`src/rtl/pmode_pkg.sv`:
```
package pmode_pkg;

    typedef enum logic [1:0] {
        MD_RESET  = 2'b00,
        MD_NORMAL = 2'b01,
        MD_DPD    = 2'b10
    } mode_t;

    typedef enum logic [2:0] {
        ST_RESET,
        ST_NORMAL,
        ST_PD_PEND,
        ST_DPD,
        ST_RST_HOLD
    } state_t;

endpackage

```
`src/rtl/pmode_sync.sv`:
```
module pmode_sync #(
    parameter int           W       = 1,
    parameter logic [W-1:0] RST_VAL = '0
) (
    input  logic         clk,
    input  logic         rst_n,
    input  logic [W-1:0] d_i,
    output logic [W-1:0] q_o
);
    logic [W-1:0] meta_q;

    always_ff @(posedge clk or negedge rst_n) begin
        if (!rst_n) begin
            meta_q <= RST_VAL;
            q_o    <= RST_VAL;
        end else begin
            meta_q <= d_i;
            q_o    <= meta_q;
        end
    end
endmodule

```
`src/rtl/pmode_busif.sv`:
```
module pmode_busif #(
    parameter int ADDR_W = 13,
    parameter int DATA_W = 8
) (
    input  logic              clk,
    input  logic              rst_n,
    input  logic              ce_n_s,
    input  logic              oe_n_s,
    input  logic              we_n_s,
    input  logic [ADDR_W-1:0] addr_i,
    input  logic [DATA_W-1:0] wdata_i,
    output logic              wr_done_o,
    output logic              rd_done_o,
    output logic [ADDR_W-1:0] cap_addr_o,
    output logic [DATA_W-1:0] cap_data_o,
    output logic              sel_o
);
    logic wr_act, rd_act, wr_q, rd_q;

    assign wr_act = !ce_n_s && !we_n_s;
    assign rd_act = !ce_n_s && !oe_n_s;
    assign sel_o  = !ce_n_s;

    always_ff @(posedge clk or negedge rst_n) begin
        if (!rst_n) begin
            wr_q       <= 1'b0;
            rd_q       <= 1'b0;
            cap_addr_o <= '0;
            cap_data_o <= '0;
        end else begin
            wr_q <= wr_act;
            rd_q <= rd_act;
            if (wr_act || rd_act) cap_addr_o <= addr_i;
            if (wr_act)           cap_data_o <= wdata_i;
        end
    end

    // a cycle acts once, when its strobe is released
    assign wr_done_o = wr_q && !wr_act;
    assign rd_done_o = rd_q && !rd_act;

    p_one_write_r1: assert property (@(posedge clk) disable iff (!rst_n)
        wr_done_o |=> !wr_done_o);
    p_one_read_r1: assert property (@(posedge clk) disable iff (!rst_n)
        rd_done_o |=> !rd_done_o);
endmodule

```
`src/rtl/pmode_regs.sv`:
```
module pmode_regs #(
    parameter int                ADDR_W     = 13,
    parameter int                DATA_W     = 8,
    parameter int                NREGS      = 4,
    parameter logic [ADDR_W-1:0] CTRL_ADDR  = 13'h1000,
    parameter logic [ADDR_W-1:0] PDCTL_ADDR = 13'h1002,
    parameter logic [ADDR_W-1:0] SCR_BASE   = 13'h1004
) (
    input  logic              clk,
    input  logic              rst_n,
    input  logic              wr_en_i,
    input  logic              ctrl_wr_en_i,
    input  logic              frozen_i,
    input  logic [ADDR_W-1:0] wr_addr_i,
    input  logic [DATA_W-1:0] wr_data_i,
    input  logic [ADDR_W-1:0] rd_addr_i,
    output logic [DATA_W-1:0] rd_data_o,
    output logic              pd_pol_o
);
    logic [DATA_W-1:0]             ctrl_q, pdctl_q;
    logic [NREGS-1:0][DATA_W-1:0]  scratch_w;

    always_ff @(posedge clk or negedge rst_n) begin
        if (!rst_n) begin
            ctrl_q  <= '0;
            pdctl_q <= '0;
        end else begin
            if (ctrl_wr_en_i) ctrl_q <= wr_data_i;
            if (wr_en_i && wr_addr_i == PDCTL_ADDR) pdctl_q <= wr_data_i;
        end
    end

    for (genvar g = 0; g < NREGS; g++) begin : g_scr
        localparam logic [ADDR_W-1:0] MY_ADDR = ADDR_W'(SCR_BASE + g);
        logic [DATA_W-1:0] q;
        always_ff @(posedge clk or negedge rst_n) begin
            if (!rst_n)                              q <= '0;
            else if (wr_en_i && wr_addr_i == MY_ADDR) q <= wr_data_i;
        end
        assign scratch_w[g] = q;
    end

    always_comb begin
        rd_data_o = '0;
        if (rd_addr_i == CTRL_ADDR)  rd_data_o = ctrl_q;
        if (rd_addr_i == PDCTL_ADDR) rd_data_o = pdctl_q;
        for (int i = 0; i < NREGS; i++) begin
            if (rd_addr_i == ADDR_W'(SCR_BASE + i)) rd_data_o = scratch_w[i];
        end
    end

    assign pd_pol_o = pdctl_q[0];

    p_frozen_regs_r7: assert property (@(posedge clk) disable iff (!rst_n)
        (frozen_i && $past(frozen_i)) |-> ($stable(scratch_w) && $stable(pdctl_q) && $stable(ctrl_q)));
endmodule

```
`src/rtl/pmode_fsm.sv`:
```
module pmode_fsm
    import pmode_pkg::*;
#(
    parameter int                ADDR_W     = 13,
    parameter int                DATA_W     = 8,
    parameter logic [ADDR_W-1:0] CTRL_ADDR  = 13'h1000,
    parameter logic [ADDR_W-1:0] CONF_ADDR  = 13'h1001,
    parameter logic [ADDR_W-1:0] WAKE_ADDR  = 13'h1FFF,
    parameter int                WAKE_READS = 4
) (
    input  logic              clk,
    input  logic              rst_n,
    input  logic              wr_done_i,
    input  logic              rd_done_i,
    input  logic [ADDR_W-1:0] cap_addr_i,
    input  logic [DATA_W-1:0] cap_data_i,
    input  logic              sel_i,
    input  logic              rstin_i,
    input  logic              pd_i,
    input  logic              pd_pol_i,
    output mode_t             mode_o,
    output logic              pwr_en_o,
    output logic              reg_wr_en_o,
    output logic              ctrl_wr_en_o
);
    localparam int              CNT_W = $clog2(WAKE_READS + 1);
    localparam logic [CNT_W-1:0] LAST = CNT_W'(WAKE_READS - 1);

    state_t            state_q, state_d;
    mode_t             ret_q;
    logic              armed_q;
    logic [DATA_W-1:0] arm_val_q;
    logic [CNT_W-1:0]  wake_cnt_q;
    logic              pd_prev_q;

    logic live, is_ctrl, is_conf, commit, read_wake, pin_edge;

    assign live      = (state_q == ST_RESET) || (state_q == ST_NORMAL);
    assign is_ctrl   = cap_addr_i == CTRL_ADDR;
    assign is_conf   = cap_addr_i == CONF_ADDR;
    assign commit    = live && wr_done_i && is_conf && armed_q && (cap_data_i == ~arm_val_q);
    assign read_wake = rd_done_i && (cap_addr_i == WAKE_ADDR) && (wake_cnt_q == LAST);
    assign pin_edge  = pd_pol_i ? (pd_prev_q && !pd_i) : (!pd_prev_q && pd_i);

    // next-state logic
    always_comb begin
        state_d = state_q;
        if (!rstin_i) begin
            state_d = ST_RST_HOLD;
        end else begin
            unique case (state_q)
                ST_RESET, ST_NORMAL: begin
                    if (commit) begin
                        unique case (arm_val_q[1:0])
                            2'b00:   state_d = ST_RESET;
                            2'b01:   state_d = ST_NORMAL;
                            2'b10:   state_d = ST_PD_PEND;
                            default: state_d = state_q;
                        endcase
                    end
                end
                ST_PD_PEND:  if (!sel_i) state_d = ST_DPD;
                ST_DPD:      if (read_wake || pin_edge)
                                 state_d = (ret_q == MD_NORMAL) ? ST_NORMAL : ST_RESET;
                ST_RST_HOLD: state_d = ST_RESET;
                default:     state_d = ST_RESET;
            endcase
        end
    end

    // state register and sequence bookkeeping
    always_ff @(posedge clk or negedge rst_n) begin
        if (!rst_n) begin
            state_q    <= ST_RESET;
            ret_q      <= MD_RESET;
            armed_q    <= 1'b0;
            arm_val_q  <= '0;
            wake_cnt_q <= '0;
            pd_prev_q  <= 1'b0;
        end else begin
            state_q   <= state_d;
            pd_prev_q <= pd_i;
            if (commit && arm_val_q[1:0] == 2'b10)
                ret_q <= (state_q == ST_NORMAL) ? MD_NORMAL : MD_RESET;
            if (!live) begin
                armed_q <= 1'b0;
            end else if (wr_done_i) begin
                armed_q <= is_ctrl;
                if (is_ctrl) arm_val_q <= cap_data_i;
            end
            if (state_q != ST_DPD)
                wake_cnt_q <= '0;
            else if (rd_done_i)
                wake_cnt_q <= (cap_addr_i == WAKE_ADDR) ? wake_cnt_q + CNT_W'(1) : '0;
        end
    end

    // outputs
    always_comb begin
        unique case (state_q)
            ST_RESET:            mode_o = MD_RESET;
            ST_NORMAL:           mode_o = MD_NORMAL;
            ST_PD_PEND:          mode_o = ret_q;
            ST_DPD, ST_RST_HOLD: mode_o = MD_DPD;
            default:             mode_o = MD_RESET;
        endcase
        pwr_en_o     = (mode_o != MD_DPD);
        reg_wr_en_o  = wr_done_i && (state_q == ST_NORMAL);
        ctrl_wr_en_o = wr_done_i && live && is_ctrl;
    end

    p_pin_hold_r11: assert property (@(posedge clk) disable iff (!rst_n)
        (state_q == ST_NORMAL && !rstin_i) |=> (state_q == ST_RST_HOLD));
    p_pin_release_r11: assert property (@(posedge clk) disable iff (!rst_n)
        (state_q == ST_RST_HOLD && rstin_i) |=> (state_q == ST_RESET));
    p_pend_wait_r6: assert property (@(posedge clk) disable iff (!rst_n)
        (state_q == ST_PD_PEND && sel_i && rstin_i) |=> (state_q == ST_PD_PEND));
    p_bad_confirm_r3: assert property (@(posedge clk) disable iff (!rst_n)
        (wr_done_i && is_conf && rstin_i && (!armed_q || cap_data_i != ~arm_val_q))
        |=> (state_q == $past(state_q)));
    p_wake_return_r10: assert property (@(posedge clk) disable iff (!rst_n)
        (state_q == ST_DPD) |=> (state_q == ST_DPD || state_q == ST_RST_HOLD || mode_o == $past(ret_q)));
endmodule

```
`src/rtl/pmode_ctrl.sv`:
```
module pmode_ctrl
    import pmode_pkg::*;
#(
    parameter int                ADDR_W     = 13,
    parameter int                DATA_W     = 8,
    parameter int                NREGS      = 4,
    parameter logic [ADDR_W-1:0] CTRL_ADDR  = 13'h1000,
    parameter logic [ADDR_W-1:0] CONF_ADDR  = 13'h1001,
    parameter logic [ADDR_W-1:0] PDCTL_ADDR = 13'h1002,
    parameter logic [ADDR_W-1:0] SCR_BASE   = 13'h1004,
    parameter logic [ADDR_W-1:0] WAKE_ADDR  = 13'h1FFF,
    parameter int                WAKE_READS = 4
) (
    input  logic              clk,
    input  logic              rst_n,
    input  logic              ce_n,
    input  logic              oe_n,
    input  logic              we_n,
    input  logic [ADDR_W-1:0] addr,
    input  logic [DATA_W-1:0] wdata,
    output logic [DATA_W-1:0] rdata,
    output logic              rdata_oe,
    input  logic              rstin_n,
    input  logic              pd_pin,
    output logic [1:0]        mode,
    output logic              pwr_en
);
    localparam int NSYNC = 5;

    logic [NSYNC-1:0]  pins_s;
    logic              wr_done, rd_done, sel, reg_wr_en, ctrl_wr_en, pd_pol;
    logic [ADDR_W-1:0] cap_addr;
    logic [DATA_W-1:0] cap_data, reg_rd;
    mode_t             mode_w;

    // order: pd, rstin, we, oe, ce
    pmode_sync #(.W(NSYNC), .RST_VAL(5'b01111)) u_sync (
        .clk(clk), .rst_n(rst_n),
        .d_i({pd_pin, rstin_n, we_n, oe_n, ce_n}),
        .q_o(pins_s)
    );

    pmode_busif #(.ADDR_W(ADDR_W), .DATA_W(DATA_W)) u_bus (
        .clk(clk), .rst_n(rst_n),
        .ce_n_s(pins_s[0]), .oe_n_s(pins_s[1]), .we_n_s(pins_s[2]),
        .addr_i(addr), .wdata_i(wdata),
        .wr_done_o(wr_done), .rd_done_o(rd_done),
        .cap_addr_o(cap_addr), .cap_data_o(cap_data), .sel_o(sel)
    );

    pmode_fsm #(
        .ADDR_W(ADDR_W), .DATA_W(DATA_W), .CTRL_ADDR(CTRL_ADDR),
        .CONF_ADDR(CONF_ADDR), .WAKE_ADDR(WAKE_ADDR), .WAKE_READS(WAKE_READS)
    ) u_fsm (
        .clk(clk), .rst_n(rst_n),
        .wr_done_i(wr_done), .rd_done_i(rd_done),
        .cap_addr_i(cap_addr), .cap_data_i(cap_data), .sel_i(sel),
        .rstin_i(pins_s[3]), .pd_i(pins_s[4]), .pd_pol_i(pd_pol),
        .mode_o(mode_w), .pwr_en_o(pwr_en),
        .reg_wr_en_o(reg_wr_en), .ctrl_wr_en_o(ctrl_wr_en)
    );

    pmode_regs #(
        .ADDR_W(ADDR_W), .DATA_W(DATA_W), .NREGS(NREGS),
        .CTRL_ADDR(CTRL_ADDR), .PDCTL_ADDR(PDCTL_ADDR), .SCR_BASE(SCR_BASE)
    ) u_regs (
        .clk(clk), .rst_n(rst_n),
        .wr_en_i(reg_wr_en), .ctrl_wr_en_i(ctrl_wr_en),
        .frozen_i(mode_w == MD_DPD),
        .wr_addr_i(cap_addr), .wr_data_i(cap_data),
        .rd_addr_i(addr), .rd_data_o(reg_rd), .pd_pol_o(pd_pol)
    );

    always_comb begin
        mode     = mode_w;
        rdata    = (mode_w == MD_RESET) ? '0 : reg_rd;
        rdata_oe = !ce_n && !oe_n && (mode_w != MD_DPD);
    end

    p_reset_zero_r5: assert property (@(posedge clk) disable iff (!rst_n)
        (mode == MD_RESET && rdata_oe) |-> (rdata == '0));
    p_dpd_float_r7: assert property (@(posedge clk) disable iff (!rst_n)
        (mode == MD_DPD) |-> !rdata_oe);
    p_dpd_power_r6: assert property (@(posedge clk) disable iff (!rst_n)
        $fell(pwr_en) |-> (mode == MD_DPD));
endmodule

```
`config.mk`:
```
export PLATFORM = sky130hd
export DESIGN_NAME = pmode_ctrl
export DESIGN_NICKNAME = d
export VERILOG_FILES = /design/src/rtl/pmode_pkg.sv /design/src/rtl/pmode_sync.sv /design/src/rtl/pmode_busif.sv /design/src/rtl/pmode_regs.sv /design/src/rtl/pmode_fsm.sv /design/src/rtl/pmode_ctrl.sv
export SDC_FILE = /design/constraint.sdc
export NUM_CORES = 1
export LEC_CHECK = 0
export BUFFER_PORTS_ARGS = -buffer_cell sky130_fd_sc_hd__buf_4
export CAP_MARGIN = 0
export CORE_MARGIN = 1.5
export CORE_UTILIZATION = 52
export CTS_BUF_LIST = sky130_fd_sc_hd__clkbuf_8
export DETAILED_ROUTE_END_ITERATION = 12
export PLACE_DENSITY = 0.74
export SKIP_LAST_GASP = 1
export SYNTH_ARGS = -nofsm -noshare
export SYNTH_HDL_FRONTEND = slang
export SYNTH_SLANG_ARGS = --single-unit
```
`constraint.sdc`:
```
create_clock -name clk -period 4 [get_ports clk]
set_clock_uncertainty 0.15 [all_clocks]
set_input_delay 0.2 -clock clk [delete_from_list [all_inputs] [get_ports clk]]
set_output_delay 0.2 -clock clk [all_outputs]
set_load 0.05 [all_outputs]
```
==> flow_summary_export.csv <==
group,metric,value,unit
sta,clock.fmax,0.302,GHz
logic_synthesis,synthesis.nets,421,
detailed_routing,drtIter0Drc,124,
logic_synthesis,yosysTopAreaCell,"dfrtp_1",
worst_setup_path,worstPathRequired,3.65,ns
floorplan,start_util,53.8,%
global_route,grt-ovfl-total,0,
detailed_routing,drtPass1Iterations,5,
worst_setup_path,crit_fanout,10,
clock_network,clk_path_buf_depth,2,
hold_path,min_from,"addr[2]",
clock_network,cts_root_buf,"clkbuf_8",
logic_synthesis,synth_area_per_cell,11.3,um^2
clock_network,clkSlewWorstSetupHoldPaths,0.09,ns
clock_network,post_cts_buffers,0,
global_route,grtUsageMet1,28.6,%
clock_network,clock_sinks,98,
sta,setup_tns,0,ns
global_route,antenna_found_initial,0,
finish,syn2layout_area_growth,18.2,%
floorplan,rows,33,
floorplan,die_x,95.2,um
sta,slew_headroom,34.9,%
place,port-buffer-count,39,
worst_setup_path,r2r_end,"u_regs.g_scr[2].q[1]",
detailed_routing,drtAntennaViolNets,0,
detailed_routing,vias,3125,
power,powerDensity,353,mW/mm^2
sta,worstMarginPinSlew,0.972,ns
floorplan,ios,40,
worst_setup_path,cp-start-kind,"primary input",
logic_synthesis,synth_area,0.00442,mm^2
hold_path,hold_depth,2,
floorplan,fp.dieArea,0.00906,mm^2
logic_synthesis,seq_area_frac_synth,55.7,%
global_route,track_usage,22.9,%
place,dp.cells,526,
global_route,top_usage_layer,"met2",
finish,drive_above_1_share,29.5,%
place,dpl.hpwl,6.36,mm
floorplan,core-area,0.00822,mm^2
status,outcome,"finished clean",
finish,layout.nets,486,
sta,maxSlewViolCount,0,
logic_synthesis,ys_top_cells_by_count,"dfrtp_1 (90), mux2_2 (62), nand2_1 (60), nor2_1 (29), o21ai_0 (26)",
clock_network,cts_hold_buf,24,
sta,finalCritPeriodShare,82.8,%
clock_network,cts_resized,0,
worst_setup_path,cp.arrival,2.96,ns
place,gp_congestion,0.805,
global_route,grt_pass1_vias,3117,
floorplan,die_h,95.2,um
logic_synthesis,ys_top_cells_by_area,"dfrtp_1 (51%), mux2_2 (16%), nand2_1 (5.1%)",
logic_synthesis,synthArstFlopShare,100,%
worst_setup_path,crit_type,"primary input to output pin",
sta,setup_viol,0,
logic_synthesis,ys_warn_count,0,
power,power_leakage,2.43,nW
detailed_routing,vias_per_cell,5.52,
detailed_routing,drcViolationCount,0,
worst_setup_path,rrSetupSlack,1.61,ns
logic_synthesis,synth_ff_type,"dfrtp_1",
sta,finalHoldViolCount,0,
worst_setup_path,rr_startpoint,"u_fsm.state_q[1]",
logic_synthesis,synth_top_area_share,51.0,%
clock_network,clk_latency,0.37,ns
logic_synthesis,synth-seq-cells,98,
finish,fin_cells,566,
detailed_routing,wl_per_cell,16.4,um
run,drv_cap,0,
logic_synthesis,synth.most_common_cell,"dfrtp_1",
global_route,use_met3,5.98,%
global_route,grt_max_degree,78,
logic_synthesis,synth_enable_flop_cells,0,
worst_setup_path,end_kind,"output pin",
finish,diodes,0,
global_route,grt_util_met2,38.5,%
clock_network,cts_buffers,9,
sta,rsz0062_at_grt,"false",
logic_synthesis,synthesis.instances,391,
worst_setup_path,reg2regPathDepth,6,
global_route,grt_pass1_wl,15.5,mm
clock_network,htreeDepth,3,
logic_synthesis,synth_cell_types,43,
power,vdd_drop_max,0.238,mV
sta,period_minus_slack,3.31,ns
hold_path,hp-class,"primary input to register",
clock_network,cts_tree,"yes",
detailed_routing,wl,9.26,mm
hold_path,whs_endpoint,"u_bus.cap_addr_o[2]",
-- logic make-up after synthesis --
group,count (synthesis),share of synthesized area (%)
AOI/OAI and AO/OA,56,7.25
xor gates and xnor gates,8,1.59
adders and majority gates,2,0.566
buffers and inverters,29,2.92
DFF,98,55.7
muxes,67,16.9
and+or+nand+nor,131,15.0
-- registers in the layout, indices dropped and copies added, names as in the netlist, 5 cells and up --
signal / count
u_regs.g_scr.q: 32
u_bus.cap_addr_o: 13
u_bus.cap_data_o: 8
u_fsm.arm_val_q: 8
u_regs.ctrl_q: 8
u_regs.pdctl_q: 8
u_sync.meta_q: 5
u_sync.q_o: 5
-- metal layers --
metal,wire (um),vias to the layer above
li1,-,1489
met1,4080,1564
met2,4650,56
met3,343,16
met4,182,0
met5,0,-
-- cell type report --
cell class | count | area (um^2)
multi-input combinational | 264 | 1830
timing repair buffer | 66 | 556
tap | 105 | 131
clock buffer | 9 | 124
sequential | 98 | 2460
inverter | 17 | 63.8
fill | 677 | 2990
clock inverter | 7 | 60.1
-- power breakdown --
| part | switching [W] | internal, W | total (W) |
|---|---|---|---|
| Clock | 0.000364 | 0.000238 | 0.000602 |
| Sequential | 0.0000592 | 0.00103 | 0.00109 |
| Combinational | 0.0000716 | 0.0000825 | 0.000154 |
| Total | 0.000495 | 0.00135 | 0.00185 |
-- metrics by stage --
stage          power [W]  hold slack (ns)  setup WS [ns]  instance area [um^2]  utilization, %
6_report         0.00185           0.0652          0.686                  5220            63.6
3_3_place_gp     0.00124            0.162           1.36                  4800            58.4
2_1_floorplan    0.00117           -0.246          0.176                  4420               -
4_1_cts          0.00187           0.0443          0.662                  5220            63.6
3_5_place_dp     0.00124            0.163           1.23                  4800            58.4
5_1_grt          0.00193           0.0410          0.451                  5220            63.6
-- cell usage in the layout (no fill, tap or decap), types with 3 or more instances in the layout --
cell           instances
dfstp_2                8
mux2i_1                5
xor2_1                 4
clkbuf_8               9
nor3_1                 7
nor4_1                 5
a31oi_1                8
a21oi_1               11
o21ai_0               26
nor2b_1                4
buf_4                 42
nand4_1                4
inv_6                  3
nor2_1                29
nand2_1               60
dlygate4sd3_1         24
mux2_2                62
xnor2_1                4
dfrtp_1               90
nand3_1                3
inv_1                 17
a211oi_1               5
-- worst max-delay path by stage --
| stage | start | endpoint | slack, ns | cells after the start |
|---|---|---|---|---|
| CTS | addr[4] | rdata[0] | 0.66 | 9 |
| global route | addr[4] | rdata[6] | 0.45 | 9 |
| global placement | addr[4] | rdata[5] | 1.36 | 8 |
| floorplan | u_fsm.state_q[1] | rdata[1] | 0.18 | 5 |
| finish | addr[7] | rdata[0] | 0.69 | 9 |
| detailed placement | addr[4] | rdata[0] | 1.23 | 8 |
-- worst max-delay path, stage by stage --
cell and delay (ns):
dlygate4sd3_1 0.55, buf_4 0.15, nor4_1 0.35, nand4_1 0.45, nor2_1 0.57, o21ai_0 0.19
a31oi_1 0.20, nor3_1 0.07, buf_4 0.23
(Power assumes the default switching activity.)
